File: src/rtl/sar_pkg.sv
package sar_pkg;

    typedef enum logic [1:0] {
        SAR_IDLE  = 2'd0,
        SAR_SIGN  = 2'd1,
        SAR_BITS  = 2'd2,
        SAR_LATCH = 2'd3
    } sar_phase_e;

endpackage

File: src/rtl/sar_step_seq.sv
module sar_step_seq
    import sar_pkg::*;
#(
    parameter  int MAG_W = 12,
    localparam int IDX_W = $clog2(MAG_W)
) (
    input  logic             clk_i,
    input  logic             rst_ni,
    input  logic             start_i,
    output sar_phase_e       phase_o,
    output logic [IDX_W-1:0] idx_o
);

    localparam logic [IDX_W-1:0] IDX_TOP = IDX_W'(MAG_W - 1);

    typedef struct packed {
        sar_phase_e       phase;
        logic [IDX_W-1:0] idx;
    } seq_t;

    seq_t s_d, s_q;

    always_comb begin
        s_d = s_q;
        unique case (s_q.phase)
            SAR_IDLE: ;
            SAR_SIGN: begin
                s_d.phase = SAR_BITS;
                s_d.idx   = IDX_TOP;
            end
            SAR_BITS: begin
                if (s_q.idx == '0) begin
                    s_d.phase = SAR_LATCH;
                end else begin
                    s_d.idx = s_q.idx - 1'b1;
                end
            end
            SAR_LATCH: s_d.phase = SAR_IDLE;
            default:   s_d.phase = SAR_IDLE;
        endcase
        if (start_i) begin
            s_d.phase = SAR_SIGN;
            s_d.idx   = IDX_TOP;
        end
    end

    always_ff @(posedge clk_i or negedge rst_ni) begin
        if (!rst_ni) begin
            s_q <= '{phase: SAR_IDLE, idx: IDX_TOP};
        end else begin
            s_q <= s_d;
        end
    end

    assign phase_o = s_q.phase;
    assign idx_o   = s_q.idx;

    // a start always leads into the polarity step
    p_restart_sign_r10: assert property (@(posedge clk_i) disable iff (!rst_ni)
        start_i |=> (phase_o == SAR_SIGN));

endmodule

File: src/rtl/sar_trial_reg.sv
module sar_trial_reg
    import sar_pkg::*;
#(
    parameter  int MAG_W = 12,
    localparam int IDX_W = $clog2(MAG_W)
) (
    input  logic             clk_i,
    input  logic             rst_ni,
    input  logic             start_i,
    input  sar_phase_e       phase_i,
    input  logic [IDX_W-1:0] idx_i,
    input  logic             cmp_i,
    output logic [MAG_W-1:0] trial_o,
    output logic             polarity_o
);

    typedef struct packed {
        logic [MAG_W-1:0] trial;
        logic             pol;
    } trial_t;

    trial_t t_d, t_q;

    logic [MAG_W-1:0] is_cur;
    logic [MAG_W-1:0] is_nxt;
    logic [MAG_W-1:0] bit_step;

    for (genvar i = 0; i < MAG_W; i++) begin : g_bit
        assign is_cur[i] = (idx_i == IDX_W'(i));
        if (i < MAG_W - 1) begin : g_below
            assign is_nxt[i] = is_cur[i+1];
        end else begin : g_top
            assign is_nxt[i] = 1'b0;
        end
        assign bit_step[i] = is_cur[i] ? cmp_i : (is_nxt[i] | t_q.trial[i]);
    end

    always_comb begin
        t_d = t_q;
        unique case (phase_i)
            SAR_SIGN: begin
                t_d.pol   = ~cmp_i;
                t_d.trial = {1'b1, {(MAG_W-1){1'b0}}};
            end
            SAR_BITS: t_d.trial = bit_step;
            default:  ;
        endcase
        if (start_i) begin
            t_d.trial = '0;
            t_d.pol   = 1'b0;
        end
    end

    always_ff @(posedge clk_i or negedge rst_ni) begin
        if (!rst_ni) begin
            t_q <= '0;
        end else begin
            t_q <= t_d;
        end
    end

    assign trial_o    = t_q.trial;
    assign polarity_o = t_q.pol;

    // sign is frozen through the magnitude search
    p_polarity_hold_r3: assert property (@(posedge clk_i) disable iff (!rst_ni)
        (phase_i == SAR_BITS && !start_i) |=> $stable(polarity_o));

endmodule

File: src/rtl/sar_code_fmt.sv
module sar_code_fmt #(
    parameter int MAG_W = 12
) (
    input  logic             neg_i,
    input  logic [MAG_W-1:0] mag_i,
    output logic [MAG_W:0]   code_o
);

    logic [MAG_W-1:0] mag_neg;

    always_comb begin
        mag_neg = (~mag_i) + 1'b1;
        code_o  = neg_i ? {1'b1, mag_neg} : {1'b0, mag_i};
    end

endmodule

File: src/rtl/sar_sign_first.sv
module sar_sign_first
    import sar_pkg::*;
#(
    parameter  int MAG_W = 12,
    localparam int IDX_W = $clog2(MAG_W)
) (
    input  logic             clk_i,
    input  logic             rst_ni,
    input  logic             start_i,
    input  logic             cmp_i,
    output logic             busy_o,
    output logic             sign_step_o,
    output logic             polarity_o,
    output logic [MAG_W-1:0] trial_o,
    output logic             done_o,
    output logic [MAG_W:0]   result_o
);

    sar_phase_e       phase;
    logic [IDX_W-1:0] idx;
    logic [MAG_W:0]   code;

    sar_step_seq #(.MAG_W(MAG_W)) i_seq (
        .clk_i   (clk_i),
        .rst_ni  (rst_ni),
        .start_i (start_i),
        .phase_o (phase),
        .idx_o   (idx)
    );

    sar_trial_reg #(.MAG_W(MAG_W)) i_trial (
        .clk_i      (clk_i),
        .rst_ni     (rst_ni),
        .start_i    (start_i),
        .phase_i    (phase),
        .idx_i      (idx),
        .cmp_i      (cmp_i),
        .trial_o    (trial_o),
        .polarity_o (polarity_o)
    );

    sar_code_fmt #(.MAG_W(MAG_W)) i_fmt (
        .neg_i  (polarity_o),
        .mag_i  (trial_o),
        .code_o (code)
    );

    typedef struct packed {
        logic [MAG_W:0] res;
        logic           done;
    } out_t;

    out_t o_d, o_q;

    always_comb begin
        o_d      = o_q;
        o_d.done = 1'b0;
        if (phase == SAR_LATCH && !start_i) begin
            o_d.res  = code;
            o_d.done = 1'b1;
        end
    end

    always_ff @(posedge clk_i or negedge rst_ni) begin
        if (!rst_ni) begin
            o_q <= '0;
        end else begin
            o_q <= o_d;
        end
    end

    assign busy_o      = (phase != SAR_IDLE);
    assign sign_step_o = (phase == SAR_SIGN);
    assign done_o      = o_q.done;
    assign result_o    = o_q.res;

    // DAC sits at zero during the polarity step
    p_sign_trial_zero_r2: assert property (@(posedge clk_i) disable iff (!rst_ni)
        sign_step_o |-> (trial_o == '0));

    // done is a single-cycle strobe
    p_done_single_r6: assert property (@(posedge clk_i) disable iff (!rst_ni)
        done_o |=> !done_o);

    // result register only moves with done
    p_result_hold_r9: assert property (@(posedge clk_i) disable iff (!rst_ni)
        !done_o |-> $stable(result_o));

    // never busy while done is shown
    p_busy_done_r11: assert property (@(posedge clk_i) disable iff (!rst_ni)
        done_o |-> !busy_o);

    // latched sign agrees with the decided polarity
    p_sign_match_r8: assert property (@(posedge clk_i) disable iff (!rst_ni)
        done_o |-> (result_o[MAG_W] == polarity_o));

endmodule

File: config.mk
export PLATFORM = sky130hd
export DESIGN_NAME = sar_sign_first
export DESIGN_NICKNAME = d
export VERILOG_FILES = /design/src/rtl/sar_pkg.sv /design/src/rtl/sar_step_seq.sv /design/src/rtl/sar_trial_reg.sv /design/src/rtl/sar_code_fmt.sv /design/src/rtl/sar_sign_first.sv
export SDC_FILE = /design/constraint.sdc
export NUM_CORES = 1
export LEC_CHECK = 0
export ABC_AREA = 0
export BUFFER_PORTS_ARGS = -buffer_cell sky130_fd_sc_hd__buf_4
export CORE_MARGIN = 8
export CORE_UTILIZATION = 50
export DETAILED_ROUTE_END_ITERATION = 10
export HOLD_SLACK_MARGIN = 0.12
export PLACE_DENSITY = 0.7
export SLEW_MARGIN = 20
export SYNTH_ARGS = -nofsm -noshare
export SYNTH_HDL_FRONTEND = slang
export SYNTH_HIERARCHICAL = 1
export SYNTH_SLANG_ARGS = --single-unit
File: constraint.sdc
create_clock -name clk_i -period 2.7 [get_ports clk_i]
set_clock_uncertainty 0.2 [all_clocks]
set_input_delay 0.27 -clock clk_i [delete_from_list [all_inputs] [get_ports clk_i]]
set_output_delay 0.27 -clock clk_i [all_outputs]
set_load 0.01 [all_outputs]
==> impl_metrics.toml, run 1 <==
[run_status]
status = "complete, no violations"

[timing]
tightest_slew_ns = 0.7365
finalSetupTns_ns = 0
fmax_mhz = 478.9
finalMaxSlewViolations = 0
rsz0062_at_grt = "false"
worst_slack_ns = 0.6121
finalHoldViolations = 0
max_slew_margin_pct = 50.90
period_minus_slack_ns = 2.088
finalCritPeriodShare_pct = 77.33
setup_viol = 0

[clock_network]
cts.htree.levels = 2
root_buffer = "clkbuf_8"
tritoncts = "built"
clk-insertion-delay-late_ns = 0.28
cts_sinks = 33
numCtsBuffers = 5
cts.reportedPaths.clkPinSlew_ns = 0.07
cts_setup_buffers = 0
cts_buffer_depth = 2

[synthesis]
yosys.area.top_type = "dfrtp_1"
synth_edf_count = 0
syn_area_per_cell_um2 = 10.86
yosysWarnings = 6
synth_top_area_share_pct = 35.27
ys_ff_latch = 33
syn_inst = 196
synthDistinctLibCells = 60
ys.flop_type = "dfrtp_1"
async_reset_ff_share_pct = 100.0
synthTopCellsByArea = "dfrtp_1, mux2_4, xnor2_1, dfstp_2, a221oi_2"
yosysSeqAreaShare_pct = 38.98
syn_nets = 206
syn_area_um2 = 2128

[setup_path]
slowest_stage = "dfstp_2"
endpoint_kind = "flip-flop"
crit_type = "reg -> reg"
rr_startpoint = "i_seq/idx_o[1]"
crit_start = "i_seq/idx_o[1]"
crit_arrival_ns = 2.09
cp_top_family = "flip-flops"
start_kind = "flip-flop"
crit_cells = 5
cp.required_ns = 2.70
reg2reg_slack_ns = 0.61
r2r_cells = 5
cp_max_fo = 22
endpoint = "i_seq/idx_o[0]"
cpPeakStageDelay_ns = 0.77
cp_cell_sequence = "inv_1, ha_1, or3b_4, nand2_1, a311o_1"
r2r-end = "i_seq/idx_o[0]"
path_buf_inv = 1

[final_layout]
nets = 234
fillers = 333
final_common_cell = "buf_4"
layout_common_cells = "buf_4, dfrtp_1, inv_1"
drive_above_1_share_pct = 33.33
syn2layout_area_growth_pct = 15.11
multiInputGateArea_um2 = 1155
diodes = 0
ff_latch_area_um2 = 829.5

[floorplanning]
die_x_um = 81.24
chipHeight_um = 81.24
ios = 33
die_area_um2 = 6600
fp-row-count = 23
start_util_pct = 52.45
design.core.area_um2 = 4058

[power_and_ir_drop]
power_density_nw_per_um2 = 660.9
ir_drop_mv = 0.5173
p_leak_nw = 1.143

[grt]
grt_max_degree = 34
grt_pass1_vias = 1661
grtUsageTotal_pct = 14.51
grt_pass1_wl_um = 7686
antenna_found_initial = 0
grt_overflow_total = 0

[routing]
drtIter0Drc = 64
num_vias = 1602
firstDrtPassIters = 4
vias_per_cell = 5.825
drtAntennaViolNets = 0
wirelength_um = 4648
route.detailed.wl_per_inst_um = 16.90
drc = 0

[worst_hold_path]
holdCritPathClass = "in -> reg"
hold_depth = 4

[placement]
gp_congestion = 0.8925
hpwl_um = 3366
preCtsSetupSlack_ns = 0.6479
portBuffers = 32

[flow_run]
cap_violations = 0
## tightest hold or removal path: cells and delay by family
kind / cells / cell delay, ns
AND/OR/NAND/NOR: 2 / 0.10
AO/OA/AOI/OAI: 1 / 0.12
buffers and inverters: 1 / 0.12
## per-layer routing
| metal | global-route usage, % | vias up | routed length [um] |
|---|---|---|---|
| li1 | - | 778 | - |
| met1 | 15.39 | 781 | 1934 |
| met2 | 26.86 | 35 | 2397 |
| met3 | 3.201 | 8 | 245 |
| met4 | 6.250 | 0 | 70 |
| met5 | 0 | - | 0 |
## where the power goes
group | internal [W] | leakage, nW | switching (W)
Clock | 0.000178 | 0.0450 | 0.000176
Combinational | 0.000281 | 0.656 | 0.000291
Sequential | 0.000552 | 0.442 | 0.000141
Total | 0.00101 | 1.14 | 0.000608
## sequential cells by signal, indices dropped and copies added, names as in the netlist
register	count
done_o	1
i_seq/idx_o	4
i_seq/phase_o	2
i_trial/polarity_o	1
i_trial/trial_o	12
result_o	13
## layout make-up
class                      count  share of cell area, %
timing repair buffer          35                  10.93
clock inverter                 2                 0.4086
tap                           50                  2.554
clock buffer                   6                  2.962
inverter                      14                  2.145
sequential                    33                  33.86
multi-input combinational    135                  47.14
## cells by family (layout without fill, tap and decap cells)
| kind of cell | after synthesis | count (layout) | synth area share (%) |
|---|---|---|---|
| simple gates | 57 | 57 | 17.46 |
| mux | 13 | 13 | 8.465 |
| fa+ha+maj | 6 | 6 | 3.527 |
| flops | 33 | 33 | 38.98 |
| compound gates | 47 | 47 | 18.99 |
| buf+inv | 28 | 57 | 6.761 |
| xor+xnor | 12 | 12 | 5.820 |
## synth_stat cells, drive strengths merged, types with 4 or more instances
library cell	instances
dfrtp	30
inv	14
mux2	13
buf	11
nor2	11
xnor2	10
a221oi	8
nand2	8
nor2b	7
o21ai	7
ha	6
nand2b	5
a21oi	4
nor3b	4
o31ai	4
## worst min path at each step
stage / slack, ns / from / endpoint
global route: 0.19 / cmp_i / i_trial/polarity_o
detailed placement: 0.04 / rst_ni / result_o[3]
CTS: 0.17 / cmp_i / i_trial/polarity_o
finish: 0.17 / cmp_i / i_trial/polarity_o
floorplan: -0.23 / rst_ni / done_o
global placement: 0.03 / rst_ni / result_o[3]
## repair_timing
action,CTS,global route
hold buffers,2,0
resized for setup,0,0
hold endpoints to repair,36,0
## per-stage QoR
stage	std cells	cell area, um^2	total power (W)	utilization [%]	hold WS [ns]
final	275	2450	0.001619	60.38	0.1714
after global routing	275	2450	0.001721	60.38	0.1873
after CTS	275	2450	0.001635	60.38	0.1731
after detailed placement	265	2347	0.001273	57.85	0.04148
after global placement	265	2347	0.001247	57.85	0.03159
after floorplan	196	2128	0.001105	-	-0.2256
Power figures use the tool's default switching activity.
==> run 2, diff against run 1 <==
==> constraint.sdc (replaced) <==
create_clock -name clk_i -period 2.01 [get_ports clk_i]
set_clock_uncertainty 0.2 [all_clocks]
set_input_delay 0.201 -clock clk_i [delete_from_list [all_inputs] [get_ports clk_i]]
set_output_delay 0.201 -clock clk_i [all_outputs]
set_load 0.01 [all_outputs]
==> run 2 against run 1 <==
Combinational power up 56%. Hold slack better by 0.028 ns. Sequential cell count unchanged.
==> impl_metrics.toml, run 2 (synthesis gave the netlist of run 1 again) <==
[timing]
finalSetupTns_ns = 0
finalMaxSlewViolations = 0
period_minus_slack_ns = 1.977
tightest_slew_ns = 0.5894
max_slew_margin_pct = 60.71
finalCritPeriodShare_pct = 98.37
rsz0062_at_grt = "false"
fmax_mhz = 505.8
setup_viol = 0
finalHoldViolations = 0

[power_and_ir_drop]
ir_drop_mv = 0.6537
power_density_nw_per_um2 = 914.2
swShare_pct = 35.01
p_leak_nw = 1.243
p_seq_share_pct = 36.2
p_switching_w = 0.0008439
pwr-share-comb_pct = 37.1
power.clock.fraction_pct = 26.8
intPower_w = 0.001566

[routing]
firstDrtPassIters = 4
wirelength_um = 5177
drtAntennaViolNets = 0
drtIter0Drc = 60
vias_per_cell = 5.904
drc = 0
num_vias = 1718
route.detailed.wl_per_inst_um = 17.79

[setup_path]
cp.required_ns = 1.98
start_kind = "flip-flop"
crit_arrival_ns = 1.94
endpoint_kind = "flip-flop"
crit_type = "reg -> reg"
cp_max_fo = 5

[grt]
antenna_found_initial = 0
grtUsageTotal_pct = 15.91
grt_pass1_vias = 1718
grt_max_degree = 34
grt_pass1_wl_um = 8245
grt_overflow_total = 0

[final_layout]
final_common_cell = "buf_4"
fin_util_pct = 64.97
drive_above_1_share_pct = 39.00
syn2layout_area_growth_pct = 23.87
largest_reg_flops = 13
diodes = 0
ff_latch_area_um2 = 830.8
layout_common_cells = "buf_4, dfrtp_1, inv_1"
multiInputGateArea_um2 = 1184
fillers = 312
nets = 250

[floorplanning]
die_area_um2 = 6600
ios = 33
chipHeight_um = 81.24
die_x_um = 81.24
fp-row-count = 23
design.core.area_um2 = 4058
start_util_pct = 52.45

[placement]
portBuffers = 32
hpwl_um = 3745
gp_congestion = 0.9675

[clock_network]
cts.htree.levels = 2
cts_sinks = 33
root_buffer = "clkbuf_8"
numCtsBuffers = 5
cts.reportedPaths.clkPinSlew_ns = 0.07
clk-insertion-delay-late_ns = 0.28
cts_buffer_depth = 2
tritoncts = "built"

[flow_run]
cap_violations = 0

[worst_hold_path]
holdCritPathClass = "in -> async"

[run_status]
status = "complete, no violations"
run 2: cell types whose count changed in the layout (fill, tap and decap cells not counted):
cell           previous run  this run
o41ai_4                   0         1
clkinv_2                  2         0
dlygate4sd3_1             2         3
bufinv_16                 0         1
o41ai_1                   1         0
or3_1                     1         0
o31ai_2                   1         2
clkbuf_8                  5         6
or3_4                     1         2
dfrtp_2                   0         1
o31ai_1                   3         2
dfrtp_1                  30        29
buf_4                    33        48
run 2: path summary, 6_finish.rpt:
path                                         start              to  slack (ns)  cells after the start
worst max-delay path            i_trial/trial_o[5]    result_o[11]        0.03                      4
worst min-delay path                        rst_ni     result_o[4]        0.20                      2
worst max register to register  i_trial/trial_o[5]    result_o[11]        0.03                      4
worst min register to register        result_o[12]    result_o[12]        0.31                      1
max in group asynchronous                   rst_ni  i_seq/idx_o[3]        1.07                      2
min in group clk_i                    result_o[12]    result_o[12]        0.31                      1
run 2: per-layer routing:
metal	part of all wire [%]	track usage [%]	routed length [um]	up-vias
li1	-	-	-	810
met1	39	17.57	2006	845
met2	52	28.07	2713	53
met3	6.6	4.084	344	10
met4	2.2	7.143	112	0
met5	0	0	0	-
run 2: layout make-up:
cell class	count	share of cell area [%]
Clock buffer	7	3.275
Multi-Input combinational cell	135	44.90
Sequential cell	33	31.51
Timing Repair Buffer	51	14.81
Inverter	14	1.993
Tap cell	50	2.373
Clock inverter	1	1.139
run 2: power by group through the flow:
stage	clock (W)	sequential, W	combinational, W
floorplan	0	0.000865	0.000620
global placement	0	0.000887	0.000831
detailed placement	0	0.000892	0.000855
CTS	0.000654	0.000879	0.000868
global route	0.000683	0.000884	0.000977
finish	0.000645	0.000871	0.000894
run 2: critical path, stage by stage, from the launching register on:
cell and delay [ns]:
dfrtp_2 0.43, or4_4 0.58, o31ai_2 0.27, xnor2_1 0.11, mux2_4 0.27
run 2: repair_timing:
action                                  in CTS  in global routing
endpoints found under the setup margin       0                  5
hold buffers                                 3                  0
setup buffers                                0                  4
hold endpoints to repair                    41                  0
resized for setup                            0                  5
run 2: per-stage QoR:
step / power (W) / setup WS (ns) / hold slack (ns) / instance area [um^2] / cells
2_1_floorplan: 0.001485 / 0.1105 / -0.2946 / 2128 / 196
5_1_grt: 0.002543 / 0.001681 / 0.2455 / 2636 / 291
4_1_cts: 0.002402 / 0.01554 / 0.2066 / 2576 / 287
3_3_place_gp: 0.001718 / 0.1221 / -0.03613 / 2430 / 276
3_5_place_dp: 0.001747 / 0.02652 / -0.03386 / 2430 / 276
6_report: 0.002410 / 0.03282 / 0.1999 / 2636 / 291
